===== src/rtl/bmdma_pkg.sv =====
// Package: shared bit positions and write-select type for the DMA register file.
// Assumes 8-byte channel windows made of two 32-bit words.
package bmdma_pkg;
    localparam int CTL_GO      = 0;
    localparam int CTL_DIR     = 3;
    localparam logic [7:0] CTL_KEEP = 8'h09;
    localparam int ST_ACT      = 0;
    localparam int ST_ERR      = 1;
    localparam int ST_IRQ      = 2;
    localparam int ST_RW_LO    = 5;
    localparam int ST_RW_HI    = 6;
    localparam logic [7:0] BYTE_ABSENT = 8'hFF;

    typedef struct packed {
        logic       ctl_we;
        logic       st_we;
        logic       x1_we;
        logic       x3_we;
        logic [3:0] ptr_be;
    } chan_wsel_t;
endpackage


===== src/rtl/bmdma_addr_decode.sv =====
// Module: turns a word address, write strobe and byte enables into per-channel
// register write selects and a read channel/word index.
// Assumes word 0 of a channel holds control/ext/status/ext and word 1 the pointer.
module bmdma_addr_decode
    import bmdma_pkg::*;
#(
    parameter int NUM_CH = 2,
    localparam int WA_W  = $clog2(NUM_CH * 2),
    localparam int CH_W  = (WA_W > 1) ? WA_W - 1 : 1
) (
    input  logic            wr,
    input  logic [WA_W-1:0] waddr,
    input  logic [3:0]      be,
    output chan_wsel_t      wsel [NUM_CH],
    output logic [CH_W-1:0] rd_ch,
    output logic            rd_word,
    output logic            rd_valid
);
    logic [CH_W-1:0] ch_idx;

    // Purpose: split the word address into channel index and word select.
    always_comb begin
        ch_idx   = CH_W'(waddr >> 1);
        rd_word  = waddr[0];
        rd_ch    = ch_idx;
        rd_valid = (int'(ch_idx) < NUM_CH);
    end

    for (genvar c = 0; c < NUM_CH; c++) begin : g_sel
        // Purpose: raise the write selects of channel c for the enabled lanes.
        always_comb begin
            logic hit;
            hit = wr && (int'(ch_idx) == c);
            wsel[c].ctl_we = hit && !waddr[0] && be[0];
            wsel[c].x1_we  = hit && !waddr[0] && be[1];
            wsel[c].st_we  = hit && !waddr[0] && be[2];
            wsel[c].x3_we  = hit && !waddr[0] && be[3];
            wsel[c].ptr_be = (hit && waddr[0]) ? be : 4'b0000;
        end
    end
endmodule


===== src/rtl/bmdma_chan_regs.sv =====
// Module: registers of one DMA channel: control, status, table pointer,
// current pointer, optional extension bytes, and the go/stop pulses.
// Assumes strobes are single-cycle and synchronous to clk.
module bmdma_chan_regs
    import bmdma_pkg::*;
#(
    parameter bit EXT_BYTES = 1'b0,
    parameter int PTR_W     = 32
) (
    input  logic             clk,
    input  logic             rst_n,
    input  chan_wsel_t       wsel,
    input  logic [31:0]      wdata,
    input  logic             done_stb,
    input  logic             err_stb,
    output logic             go_pulse,
    output logic             stop_pulse,
    output logic             dir,
    output logic [PTR_W-1:0] cur_ptr,
    output logic [31:0]      ctl_word,
    output logic [31:0]      ptr_word,
    output logic             active,
    output logic             irq_flag,
    output logic             err_flag
);
    localparam int LANES = PTR_W / 8;

    logic [7:0]       ctl_q, st_q, st_d;
    logic [PTR_W-1:0] ptr_q, ptr_d, cur_q;
    logic             go_q, stop_q, go_req, stop_req;
    logic [7:0]       x1_rd, x3_rd;
    logic [7:0]       ctl_wd, st_wd;

    assign ctl_wd = wdata[7:0];
    assign st_wd  = wdata[23:16];

    // Purpose: decide whether a control write starts or stops the channel.
    always_comb begin
        go_req   = wsel.ctl_we && ctl_wd[CTL_GO] && !st_q[ST_ACT];
        stop_req = wsel.ctl_we && !ctl_wd[CTL_GO];
    end

    // Purpose: merge host writes and engine strobes into the next status byte.
    always_comb begin
        st_d = 8'h00;
        if (go_req)
            st_d[ST_ACT] = 1'b1;
        else if (stop_req || done_stb)
            st_d[ST_ACT] = 1'b0;
        else
            st_d[ST_ACT] = st_q[ST_ACT];
        st_d[ST_ERR] = err_stb  || (st_q[ST_ERR] && !(wsel.st_we && st_wd[ST_ERR]));
        st_d[ST_IRQ] = done_stb || (st_q[ST_IRQ] && !(wsel.st_we && st_wd[ST_IRQ]));
        st_d[ST_RW_HI:ST_RW_LO] = wsel.st_we ? st_wd[ST_RW_HI:ST_RW_LO]
                                             : st_q[ST_RW_HI:ST_RW_LO];
    end

    // Purpose: merge enabled byte lanes into the pointer, low two bits forced zero.
    always_comb begin
        ptr_d = ptr_q;
        for (int k = 0; k < LANES; k++)
            if (wsel.ptr_be[k])
                ptr_d[8*k +: 8] = wdata[8*k +: 8];
        ptr_d[1:0] = 2'b00;
    end

    // Purpose: hold control, status, pointers and the engine pulses.
    always_ff @(posedge clk) begin
        if (!rst_n) begin
            ctl_q  <= 8'h00;
            st_q   <= 8'h00;
            ptr_q  <= '0;
            cur_q  <= '0;
            go_q   <= 1'b0;
            stop_q <= 1'b0;
        end else begin
            if (wsel.ctl_we)
                ctl_q <= ctl_wd & CTL_KEEP;
            st_q   <= st_d;
            go_q   <= go_req;
            stop_q <= stop_req;
            if (|wsel.ptr_be) begin
                ptr_q <= ptr_d;
                cur_q <= ptr_d;
            end
        end
    end

    if (EXT_BYTES) begin : g_ext
        logic [7:0] x1_q, x3_q;
        // Purpose: store the two optional extension bytes.
        always_ff @(posedge clk) begin
            if (!rst_n) begin
                x1_q <= 8'h00;
                x3_q <= 8'h00;
            end else begin
                if (wsel.x1_we) x1_q <= wdata[15:8];
                if (wsel.x3_we) x3_q <= wdata[31:24];
            end
        end
        assign x1_rd = x1_q;
        assign x3_rd = x3_q;
    end else begin : g_noext
        assign x1_rd = BYTE_ABSENT;
        assign x3_rd = BYTE_ABSENT;
    end

    assign go_pulse   = go_q;
    assign stop_pulse = stop_q;
    assign dir        = ctl_q[CTL_DIR];
    assign cur_ptr    = cur_q;
    assign ctl_word   = {x3_rd, st_q, x1_rd, ctl_q};
    assign ptr_word   = ptr_q;
    assign active     = st_q[ST_ACT];
    assign irq_flag   = st_q[ST_IRQ];
    assign err_flag   = st_q[ST_ERR];
endmodule


===== src/rtl/bmdma_regfile.sv =====
// Module: top of the two-channel DMA register file. Decodes the host word
// port, instantiates one register set per channel and muxes read data.
// Assumes combinational reads; unmapped words read all ones.
module bmdma_regfile
    import bmdma_pkg::*;
#(
    parameter int NUM_CH    = 2,
    parameter bit EXT_BYTES = 1'b0,
    localparam int WA_W     = $clog2(NUM_CH * 2),
    localparam int CH_W     = (WA_W > 1) ? WA_W - 1 : 1
) (
    input  logic                clk,
    input  logic                rst_n,
    input  logic                bus_wr,
    input  logic [WA_W-1:0]     bus_waddr,
    input  logic [3:0]          bus_be,
    input  logic [31:0]         bus_wdata,
    output logic [31:0]         bus_rdata,
    output logic [NUM_CH-1:0]   eng_start,
    output logic [NUM_CH-1:0]   eng_cancel,
    output logic [NUM_CH-1:0]   eng_dir,
    output logic [NUM_CH*32-1:0] eng_cur_ptr,
    input  logic [NUM_CH-1:0]   eng_done,
    input  logic [NUM_CH-1:0]   eng_err
);
    chan_wsel_t        wsel [NUM_CH];
    logic [CH_W-1:0]   rd_ch;
    logic              rd_word, rd_valid;
    logic [31:0]       ctl_words [NUM_CH];
    logic [31:0]       ptr_words [NUM_CH];
    logic [NUM_CH-1:0] act_vec, irq_vec, err_vec;

    bmdma_addr_decode #(.NUM_CH(NUM_CH)) u_dec (
        .wr       (bus_wr),
        .waddr    (bus_waddr),
        .be       (bus_be),
        .wsel     (wsel),
        .rd_ch    (rd_ch),
        .rd_word  (rd_word),
        .rd_valid (rd_valid)
    );

    for (genvar c = 0; c < NUM_CH; c++) begin : g_ch
        bmdma_chan_regs #(.EXT_BYTES(EXT_BYTES), .PTR_W(32)) u_regs (
            .clk        (clk),
            .rst_n      (rst_n),
            .wsel       (wsel[c]),
            .wdata      (bus_wdata),
            .done_stb   (eng_done[c]),
            .err_stb    (eng_err[c]),
            .go_pulse   (eng_start[c]),
            .stop_pulse (eng_cancel[c]),
            .dir        (eng_dir[c]),
            .cur_ptr    (eng_cur_ptr[32*c +: 32]),
            .ctl_word   (ctl_words[c]),
            .ptr_word   (ptr_words[c]),
            .active     (act_vec[c]),
            .irq_flag   (irq_vec[c]),
            .err_flag   (err_vec[c])
        );
    end

    // Purpose: select the addressed word, all ones when out of range.
    always_comb begin
        bus_rdata = 32'hFFFF_FFFF;
        for (int c = 0; c < NUM_CH; c++)
            if (rd_valid && int'(rd_ch) == c)
                bus_rdata = rd_word ? ptr_words[c] : ctl_words[c];
    end
endmodule


===== config.mk =====
export PLATFORM = sky130hd
export DESIGN_NAME = bmdma_regfile
export DESIGN_NICKNAME = d
export VERILOG_FILES = /design/src/rtl/bmdma_pkg.sv /design/src/rtl/bmdma_addr_decode.sv /design/src/rtl/bmdma_chan_regs.sv /design/src/rtl/bmdma_regfile.sv
export SDC_FILE = /design/constraint.sdc
export NUM_CORES = 1
export LEC_CHECK = 0
export BUFFER_PORTS_ARGS = -buffer_cell sky130_fd_sc_hd__buf_2
export CAP_MARGIN = 20
export CORE_MARGIN = 2
export CORE_UTILIZATION = 28
export DETAILED_ROUTE_END_ITERATION = 7
export SYNTH_ARGS = -nofsm -noshare
export SYNTH_HDL_FRONTEND = slang
export SYNTH_HIERARCHICAL = 1
export SYNTH_SLANG_ARGS = --single-unit

===== constraint.sdc =====
create_clock -name clk -period 0.9 [get_ports clk]
set_input_delay 0.045 -clock clk [delete_from_list [all_inputs] [get_ports clk]]
set_output_delay 0.045 -clock clk [all_outputs]
set_load 0.005 [all_outputs]

==> results of run 1 <==
==> tightest hold or removal path, delay by kind of cell <==
| kind | cells | cell delay, ns |
|---|---|---|
| and+or+nand+nor | 1 | 0.09 |
| muxes | 1 | 0.07 |
| buffers and inverters | 1 | 0.12 |
==> state kept, by name, indices dropped and copies added, names as in the netlist <==
| register | cells |
|---|---|
| g_ch.u_regs/st_q | 10 |
| g_ch.u_regs/cur_ptr | 60 |
| g_ch.u_regs/go_pulse | 2 |
| g_ch.u_regs/stop_pulse | 2 |
| g_ch.u_regs/ctl_q | 4 |
==> final timing paths <==
path,endpoint,slack [ns],cells after the start
min reg2reg,g_ch[1].u_regs/st_q[0],0.47,1
max,bus_rdata[30],-0.24,3
min,g_ch[0].u_regs/cur_ptr[3],0.02,3
max reg2reg,g_ch[0].u_regs/cur_ptr[19],0.03,4
==> power groups by stage <==
stage / sequential, mW / clock [mW] / combinational, mW
5_1_grt: 3.62 / 3.71 / 1.70
6_report: 3.61 / 3.44 / 1.55
3_3_place_gp: 3.67 / 0 / 1.30
2_1_floorplan: 3.67 / 0 / 1.09
4_1_cts: 3.60 / 3.60 / 1.54
3_5_place_dp: 3.67 / 0 / 1.31
==> per-stage QoR <==
step / hold WS [ns] / setup WS [ns] / total power, mW / setup TNS, ns / cell area [sq um]
finish: 0.0183 / -0.237 / 8.60 / -7.43 / 6870
global route: 0.0414 / -0.307 / 9.03 / -10.28 / 6870
CTS: 0.00178 / -0.263 / 8.74 / -8.32 / 6800
detailed placement: 0.278 / -0.221 / 4.98 / -17.13 / 5570
global placement: 0.270 / -0.213 / 4.97 / -15.54 / 5570
floorplan: 0.117 / 0.0302 / 4.76 / 0 / 5440
==> metal layers <==
metal,routed length (um),vias up,track usage,part of all wire
met5,0,-,0,0
met3,566,14,0.0306,0.043
li1,-,1871,-,-
met4,253,0,0.0542,0.019
met1,6080,1718,0.166,0.47
met2,6120,79,0.210,0.47
==> repair_timing <==
item	in CTS	in global routing
gates resized for setup	122	43
pin swaps	30	10
buffers inserted	29	25
endpoints found under the hold margin	59	0
hold buffers	33	0
endpoints found under the setup margin	51	73
==> layout make-up <==
class	count	area, sq um	area share
multi-input combinational	323	2590	0.378
timing repair buffer	238	2040	0.296
sequential	78	1650	0.240
tap	234	293	0.0426
clock buffer	9	225	0.0328
clock inverter	7	51.3	0.00747
inverter	6	22.5	0.00328
==> results.md, run 1 <==
- Outcome: complete, but fails checks
- Failing checks: negative setup slack
- Final setup viols: 64
- Buffers and inverters on the worst path: 1
- Final Hold Fails: 0
- Standard cell core area: 18500 sq um
- Post-Layout Cell Count: about 900
- Die Wd: 141 um
- Number of antenna violations at the first check in global routing: 0
- Starting density of the core: 0.283
- Startpoint of the most critical setup path: g_ch[0].u_regs/cur_ptr[30]
- DRT Wirelength: 13.0 mm
- Critical Path Source Type: flip-flop
- Pin count of the biggest net entering global routing: 31
- Power share of the clock group: 0.400
- Fmax: 879 MHz
- Commonest cells after routing, fill and taps aside: sky130_fd_sc_hd__mux2i_1, sky130_fd_sc_hd__buf_2, sky130_fd_sc_hd__nor2b_1, sky130_fd_sc_hd__dfxtp_2, sky130_fd_sc_hd__buf_6
- Worst IR drop on VDD: between 0.0008 and 0.0009 V
- Die Footprint: 19800 sq um
- Proportion of layout cells with a drive suffix above 1: 0.486
- I/O Pins: approximately 150
- Final worst path period share: 1.26
- Fraction of power consumed by combinational cells: 0.181
- Largest clock skew in the final design: between 0.003 and 0.004 ns
- Setup repair after global routing missed its margin: yes
- Global-route wire length before repair: about 20 mm
- Pwr/cell area: roughly 1300 nW/um^2
- Global-route total usage across every layer: 0.130
- Drt drc: 0
- Post-DP HPWL: between 8 and 9 mm
- Number of warnings issued by yosys: 6
- Portion of total power attributed to sequential cells: 0.420
- Drt initial violations: 96
- Via count of the first global-routing pass: 3541
- Switching component of the power: about 2.3 mW
- Critical Path End Type: output pin
- RePlAce Congestion: approximately 0.76
- Vertical die dimension: 141 um
- Number of H-tree branching levels: 3
- Critical path data required time: ~0.85 ns
- Critical path type: flip-flop to output pin
- Total of max-cap violations: 0
- Crit path arrival time: between 1 and 1.5 ns
- Pre-Repair DR Iteration Count: 4
- Worst-path cell chain: mux2i_1, a22oi_1, buf_2
- Count of inserted antenna diode cells: 0
- Filler cells: between 1500 and 2000
- Post-Syn Instances: 516
- Standard-cell row count: 50
- Overflow left after global routing: 0
- Area Growth Syn to Fin: 31.2%
- Routed via count divided by cell count: between 4 and 5
- Synthesized area: about 5200 sq um
- Clock Tree Root: sky130_fd_sc_hd__clkbuf_16
- Reg2reg start: g_ch[0].u_regs/cur_ptr[19]
- CTS tree: done
- Antenna Violating Nets Remaining: 0
- Leading cell type in the layout, fill and taps excluded: sky130_fd_sc_hd__mux2i_1
- Total CTS buffers: 9
- Share of the core filled with cells in the final layout: 0.371
- Count of clock tree sinks: 78
- Leakage power total: roughly 3.0 nW
- Largest delay contributor family on the critical path: flip-flops
- Final Max Slew Viols: 0
- Biggest cell delay along the critical path: 0.34 ns
- Sw frac: 0.269
- Peak fanout along the critical path: 2
- Total of buffers placed on input and output ports: 141
- Final Critical Period: around 1.1 ns
- Internal power contribution: about 6.3 mW
- Final setup margin: -0.237 ns
- Via count: around 3700
- Worst-path clk slew: 0.06 ns
- Placed Cells: 813
- Start point of the worst hold path: bus_wdata[3]
- Synthesized area divided by synthesized cell count: 10.2 sq um
- Post-detailed-route wirelength per cell: around 15 um
- Number of buffers on the longest clock path: 2
- Final Net Count: between 700 and 800
- Worst Hold Class: input port to flip-flop
- Clock latency at the later pin of the worst-skew pair: ~0.34 ns
- Cell with the largest stage delay on the worst path: sky130_fd_sc_hd__dfxtp_2
No activity file was read; power rests on OpenSTA's default activity.
==> run 2: changes to the inputs <==
--- a/config.mk
+++ b/config.mk
@@ -10,6 +10,7 @@
 export CORE_MARGIN = 2
 export CORE_UTILIZATION = 28
 export DETAILED_ROUTE_END_ITERATION = 7
+export REMOVE_ABC_BUFFERS = 1
 export SYNTH_ARGS = -nofsm -noshare
 export SYNTH_HDL_FRONTEND = slang
 export SYNTH_HIERARCHICAL = 1
==> results.md, run 2 (synthesized netlist as in run 1, its figures left out) <==
- Setup repair after global routing missed its margin: yes (unchanged)
- Met1 demand-to-capacity share in global routing: 0.148 (was 0.166)
- Drt initial violations: 87 (was 96)
- Count of clock tree sinks: 78 (unchanged)
- Sw frac: 0.244 (was 0.269)
- Cell with the largest stage delay on the worst path: sky130_fd_sc_hd__dfxtp_2 (unchanged)
- CTS tree: done (unchanged)
- Pwr/cell area: 1290 nW/um^2 (was 1250 nW/um^2)
- Worst Hold Class: input port to flip-flop (unchanged)
- Die Wd: 141 um (unchanged)
- Switching component of the power: 2.22 mW (was 2.31 mW)
- Overflow left after global routing: 0 (unchanged)
- Post-DP HPWL: 8.22 mm (was 8.64 mm)
- Fmax: 872 MHz (was 879 MHz)
- Startpoint of the most critical setup path: g_ch[0].u_regs/ctl_q[3] (was g_ch[0].u_regs/cur_ptr[30])
- Via count of the first global-routing pass: 3758 (was 3541)
- Proportion of layout cells with a drive suffix above 1: 0.506 (was 0.486)
- Register area: 1650 sq um (unchanged)
- Drt drc: 0 (unchanged)
- Reg2reg start: g_ch[0].u_regs/ctl_q[3] (was g_ch[0].u_regs/cur_ptr[19])
- Critical Path End Type: output pin (unchanged)
- Final Net Count: 710 (was 701)
- Critical path data required time: 0.85 ns (about the same)
- Power share of the clock group: 0.426 (was 0.400)
- Starting density of the core: 0.283 (unchanged)
- Final Hold Fails: 0 (unchanged)
- GR met2 Demand/Resource: 0.214 (was 0.210)
- Failing checks: negative setup slack (unchanged)
- Leakage power total: 3.04 nW (was 2.97 nW)
- Multi-input gate area in the final layout: 2640 sq um (was 2590 sq um)
- Number of H-tree branching levels: 3 (unchanged)
- Die Footprint: 19800 sq um (unchanged)
- Setup slack after placement: -0.221 ns (about the same)
- Buffers and inverters on the worst path: 1 (unchanged)
- Portion of total power attributed to sequential cells: 0.396 (was 0.420)
- Largest clock skew in the final design: 0.000677 ns (was 0.00388 ns)
- Final Max Slew Viols: 0 (unchanged)
- Worst IR drop on VDD: 0.000864 V (was 0.000873 V)
- Global route hottest layer: met2 (unchanged)
- Critical path type: flip-flop to output pin (unchanged)
- Via count: 3744 (was 3682)
- Count of inserted antenna diode cells: 0 (unchanged)
- Total of buffers placed on input and output ports: 141 (unchanged)
- DP Area: 5640 sq um (was 5570 sq um)
- Placed Cells: 818 (was 813)
- Largest register FFs: 60 (unchanged)
- Total CTS buffers: 9 (unchanged)
- Worst-path clk slew: 0.06 ns (about the same)
- Vertical die dimension: 141 um (unchanged)
- Clock Tree Root: sky130_fd_sc_hd__clkbuf_16 (unchanged)
- Worst reg2reg setup slack: 0.06 ns (was 0.03 ns)
- Outcome: complete, but fails checks (unchanged)
- Post-detailed-route wirelength per cell: 13.9 um (was 14.5 um)
- Met3 layer usage reported by global route: 0.0350 (was 0.0306)
- Global-route total usage across every layer: 0.124 (was 0.130)
- Pre-Repair DR Iteration Count: 4 (unchanged)
- Peak fanout along the critical path: 2 (unchanged)
- DRT Wirelength: 12.6 mm (was 13.0 mm)
- Clock latency at the later pin of the worst-skew pair: 0.34 ns (about the same)
- Standard cell core area: 18500 sq um (unchanged)
- Antenna Violating Nets Remaining: 0 (unchanged)
- Internal power contribution: 6.89 mW (was 6.28 mW)
- Share of the core filled with cells in the final layout: 0.382 (was 0.371)
- Standard-cell row count: 50 (unchanged)
- Area Growth Syn to Fin: 34.9% (was 31.2%)
- Largest delay contributor family on the critical path: flip-flops (unchanged)
- RePlAce Congestion: 0.734 (was 0.758)
- Filler cells: 1834 (was 1846)
- Fraction of power consumed by combinational cells: 0.178 (was 0.181)
- Biggest cell delay along the critical path: 0.33 ns (was 0.34 ns)
- Global-route wire length before repair: 19.3 mm (was 19.6 mm)
- I/O Pins: 147 (unchanged)
- Start point of the worst hold path: bus_wdata[22] (was bus_wdata[3])
- Final setup viols: 62 (was 64)
- Final Critical Period: 1.15 ns (was 1.14 ns)
- Crit path arrival time: 1.10 ns (was 1.09 ns)
- Commonest cells after routing, fill and taps aside: sky130_fd_sc_hd__mux2i_1, sky130_fd_sc_hd__buf_2, sky130_fd_sc_hd__nor2b_1 (was sky130_fd_sc_hd__mux2i_1, sky130_fd_sc_hd__buf_2, sky130_fd_sc_hd__nor2b_1, sky130_fd_sc_hd__dfxtp_2, sky130_fd_sc_hd__buf_6)
- Post-route worst hold slack: 0.0288 ns (was 0.0183 ns)
- Post-Layout Cell Count: 904 (was 895)
- Total of max-cap violations: 0 (unchanged)
- Routed via count divided by cell count: 4.14 (was 4.11)
- Pin count of the biggest net entering global routing: 43 (was 31)
- Post-route cell area: 7070 sq um (was 6870 sq um)
- Leading cell type in the layout, fill and taps excluded: sky130_fd_sc_hd__mux2i_1 (unchanged)
- Final setup margin: -0.247 ns (was -0.237 ns)
- Final worst path period share: 1.27 (was 1.26)
- Number of buffers on the longest clock path: 2 (unchanged)
- Number of antenna violations at the first check in global routing: 0 (unchanged)
- Critical Path Source Type: flip-flop (unchanged)
- Worst-path cell chain: mux2i_2, a22oi_1, buf_2 (was mux2i_1, a22oi_1, buf_2)
run 2: power by group through the flow:
stage / Combinational, mW / Sequential, mW / Clock [mW]
2_1_floorplan: 0.609 / 3.67 / 0
3_3_place_gp: 1.31 / 3.67 / 0
3_5_place_dp: 1.32 / 3.67 / 0
4_1_cts: 1.58 / 3.60 / 4.04
5_1_grt: 1.77 / 3.61 / 4.16
6_report: 1.62 / 3.61 / 3.89
run 2: path summary, 6_finish.rpt:
check / endpoint / cells after the start
max: bus_rdata[3] / 3
min: g_ch[0].u_regs/st_q[6] / 3
max reg2reg: g_ch[0].u_regs/ctl_q[3] / 4
min reg2reg: g_ch[0].u_regs/ctl_q[0] / 2
run 2: final cells by class:
cell class | count | share of cell area
clock buffers | 10 | 0.0324
clock inverters | 6 | 0.0122
inverters | 6 | 0.00319
multi-input cells | 323 | 0.374
flip-flops and latches | 78 | 0.233
well taps | 234 | 0.0414
repair buffers | 247 | 0.304
run 2: routing by layer:
| metal | vias to the layer above | wire length, um |
|---|---|---|
| met2 | 90 | 6260 |
| li1 | 1881 | - |
| met1 | 1763 | 5590 |
| met3 | 10 | 563 |
| met5 | - | 0 |
| met4 | 0 | 150 |
run 2: timing repair:
action	4_1_cts	5_1_grt
buffers inserted	32	28
endpoints found under the hold margin	58	0
pin swaps	32	13
resized for setup	121	52
setup endpoints to repair	50	87
cloned	1	1
hold buffers	32	0
run 2: stage by stage:
stage               TNS (ns)  power (mW)
global placement      -13.35        4.98
global route           -9.99        9.54
CTS                    -8.33        9.23
finish                 -7.05        9.12
detailed placement    -14.75        4.99
floorplan             -34.40        4.28
run 2: worst min-delay path: stages:
cell,delay [ns]
sky130_fd_sc_hd__buf_2,0.12
sky130_fd_sc_hd__mux2i_1,0.07
sky130_fd_sc_hd__nor2b_1,0.09
==> run 3: changes to the inputs <==
--- a/config.mk
+++ b/config.mk
@@ -10,6 +10,7 @@
 export CORE_MARGIN = 2
 export CORE_UTILIZATION = 28
 export DETAILED_ROUTE_END_ITERATION = 7
+export RECOVER_POWER = 25
 export REMOVE_ABC_BUFFERS = 1
 export SYNTH_ARGS = -nofsm -noshare
 export SYNTH_HDL_FRONTEND = slang
==> results.md, run 3 (synthesized netlist as in run 1, its figures left out) <==
- Die Footprint: 19800 sq um (unchanged)
- Buffers and inverters on the worst path: 1 (unchanged)
- Cell with the largest stage delay on the worst path: sky130_fd_sc_hd__dfxtp_2 (unchanged)
- Leading cell type in the layout, fill and taps excluded: sky130_fd_sc_hd__mux2i_1 (unchanged)
- Multi-input gate area in the final layout: 2640 sq um (unchanged)
- Post-Layout Cell Count: 904 (unchanged)
- Worst-path cell chain: mux2i_2, a22oi_1, buf_2 (unchanged)
- Final Max Slew Viols: 0 (unchanged)
- Drt drc: 0 (unchanged)
- Worst IR drop on VDD: 0.000864 V (about the same)
- Number of antenna violations at the first check in global routing: 0 (unchanged)
- RePlAce Congestion: 0.734 (unchanged)
- Critical path type: flip-flop to output pin (unchanged)
- Standard cell core area: 18500 sq um (unchanged)
- Worst-path clk slew: 0.06 ns (about the same)
- Commonest cells after routing, fill and taps aside: sky130_fd_sc_hd__mux2i_1, sky130_fd_sc_hd__buf_2, sky130_fd_sc_hd__nor2b_1 (unchanged)
- Pre-Repair DR Iteration Count: 4 (unchanged)
- Area Growth Syn to Fin: 33.9% (was 34.9%)
- Final setup viols: 66 (was 62)
- Biggest cell delay along the critical path: 0.33 ns (about the same)
- Critical Path Source Type: flip-flop (unchanged)
- Worst Hold Class: input port to flip-flop (unchanged)
- Outcome: complete, but fails checks (unchanged)
- Crit path arrival time: 1.11 ns (was 1.10 ns)
- Total of buffers placed on input and output ports: 141 (unchanged)
- Setup TNS: -7.08 ns (was -7.05 ns)
- Filler cells: 1836 (was 1834)
- Critical path data required time: 0.85 ns (about the same)
- Clock Tree Root: sky130_fd_sc_hd__clkbuf_16 (unchanged)
- DRT Wirelength: 12.6 mm (about the same)
- Number of buffers on the longest clock path: 2 (unchanged)
- Global-route total usage across every layer: 0.124 (unchanged)
- Clock latency at the later pin of the worst-skew pair: 0.34 ns (about the same)
- Number of H-tree branching levels: 3 (unchanged)
- Total of max-cap violations: 0 (unchanged)
- I/O Pins: 147 (unchanged)
- Drt initial violations: 87 (unchanged)
- Global-route wire length before repair: 19.3 mm (unchanged)
- Post-detailed-route wirelength per cell: 13.9 um (about the same)
- Fmax: 867 MHz (was 872 MHz)
- CTS tree: done (unchanged)
- Starting density of the core: 0.283 (unchanged)
- Final setup margin: -0.253 ns (was -0.247 ns)
- Final Hold Fails: 0 (unchanged)
- Proportion of layout cells with a drive suffix above 1: 0.503 (was 0.506)
- Setup repair after global routing missed its margin: yes (unchanged)
- Overflow left after global routing: 0 (unchanged)
- Leakage power total: 3.02 nW (was 3.04 nW)
- Failing checks: negative setup slack (unchanged)
- Final worst path period share: 1.28 (was 1.27)
- Post-layout power: 9.10 mW (was 9.12 mW)
- Via count of the first global-routing pass: 3758 (unchanged)
- Vertical die dimension: 141 um (unchanged)
- Routed via count divided by cell count: 4.14 (about the same)
- Total CTS buffers: 9 (unchanged)
- Register area: 1650 sq um (unchanged)
- Antenna Violating Nets Remaining: 0 (unchanged)
- Pin count of the biggest net entering global routing: 43 (unchanged)
- Pwr/cell area: 1300 nW/um^2 (was 1290 nW/um^2)
- Post-DP HPWL: 8.22 mm (unchanged)
- Standard-cell row count: 50 (unchanged)
- Largest delay contributor family on the critical path: flip-flops (unchanged)
- Critical Path End Type: output pin (unchanged)
- Final Net Count: 710 (unchanged)
- Count of clock tree sinks: 78 (unchanged)
- Final Critical Period: 1.15 ns (about the same)
- Die Wd: 141 um (unchanged)
- Via count: 3739 (was 3744)
- Largest register FFs: 60 (unchanged)
- Count of inserted antenna diode cells: 0 (unchanged)
- Largest clock skew in the final design: 0.000917 ns (was 0.000677 ns)
- Peak fanout along the critical path: 2 (unchanged)
- Placed Cells: 818 (unchanged)
run 3: report_power, final:
part	total (mW)	internal [mW]	switching, mW
registers	3.61	3.55	0.0594
logic	1.60	0.904	0.700
clock network	3.89	2.42	1.46
total	9.10	6.88	2.22
run 3: worst paths after layout:
kind / end / slack, ns / depth (start not counted) / startpoint
setup / recovery: bus_rdata[3] / -0.25 / 3 / g_ch[0].u_regs/ctl_q[3]
hold / removal: g_ch[0].u_regs/st_q[6] / 0.03 / 3 / bus_wdata[22]
setup reg to reg: g_ch[0].u_regs/ctl_q[3] / 0.06 / 4 / g_ch[0].u_regs/ctl_q[3]
hold reg to reg: g_ch[0].u_regs/ctl_q[0] / 0.51 / 2 / g_ch[0].u_regs/ctl_q[0]
run 3: worst min-delay path, stage by stage:
cell and delay (ns):
sky130_fd_sc_hd__buf_2 0.12, sky130_fd_sc_hd__mux2i_1 0.07, sky130_fd_sc_hd__nor2b_1 0.09
run 3: repair_timing:
item	in CTS	in global routing
hold buffers	32	0
pin swaps	32	13
endpoints found under the hold margin	58	0
buffers inserted	32	28
cloned	1	1
gates resized for setup	121	52
setup endpoints to repair	50	87
run 3: metrics by stage:
step	area, sq um	hold WS, ns	utilization	worst slack (ns)
floorplan	4150	0.117	-	-1.15
global placement	5640	0.273	0.305	-0.209
detailed placement	5640	0.273	0.305	-0.221
CTS	6930	0.00219	0.374	-0.286
global route	7020	0.0267	0.379	-0.319
finish	7020	0.0288	0.379	-0.253
run 3: per-layer routing:
layer	track usage	vias to the layer above	wire length [um]
met5	0	-	0
met1	0.148	1757	5600
met2	0.214	90	6260
met3	0.0350	10	564
met4	0.0395	0	150
li1	-	1882	-
run 3: cell type report:
class | instances | share of cell area
flip-flops and latches | 78 | 0.235
clock inverters | 6 | 0.0123
well taps | 234 | 0.0417
repair buffers | 247 | 0.299
clock buffers | 10 | 0.0326
inverters | 6 | 0.00321
multi-input cells | 323 | 0.377
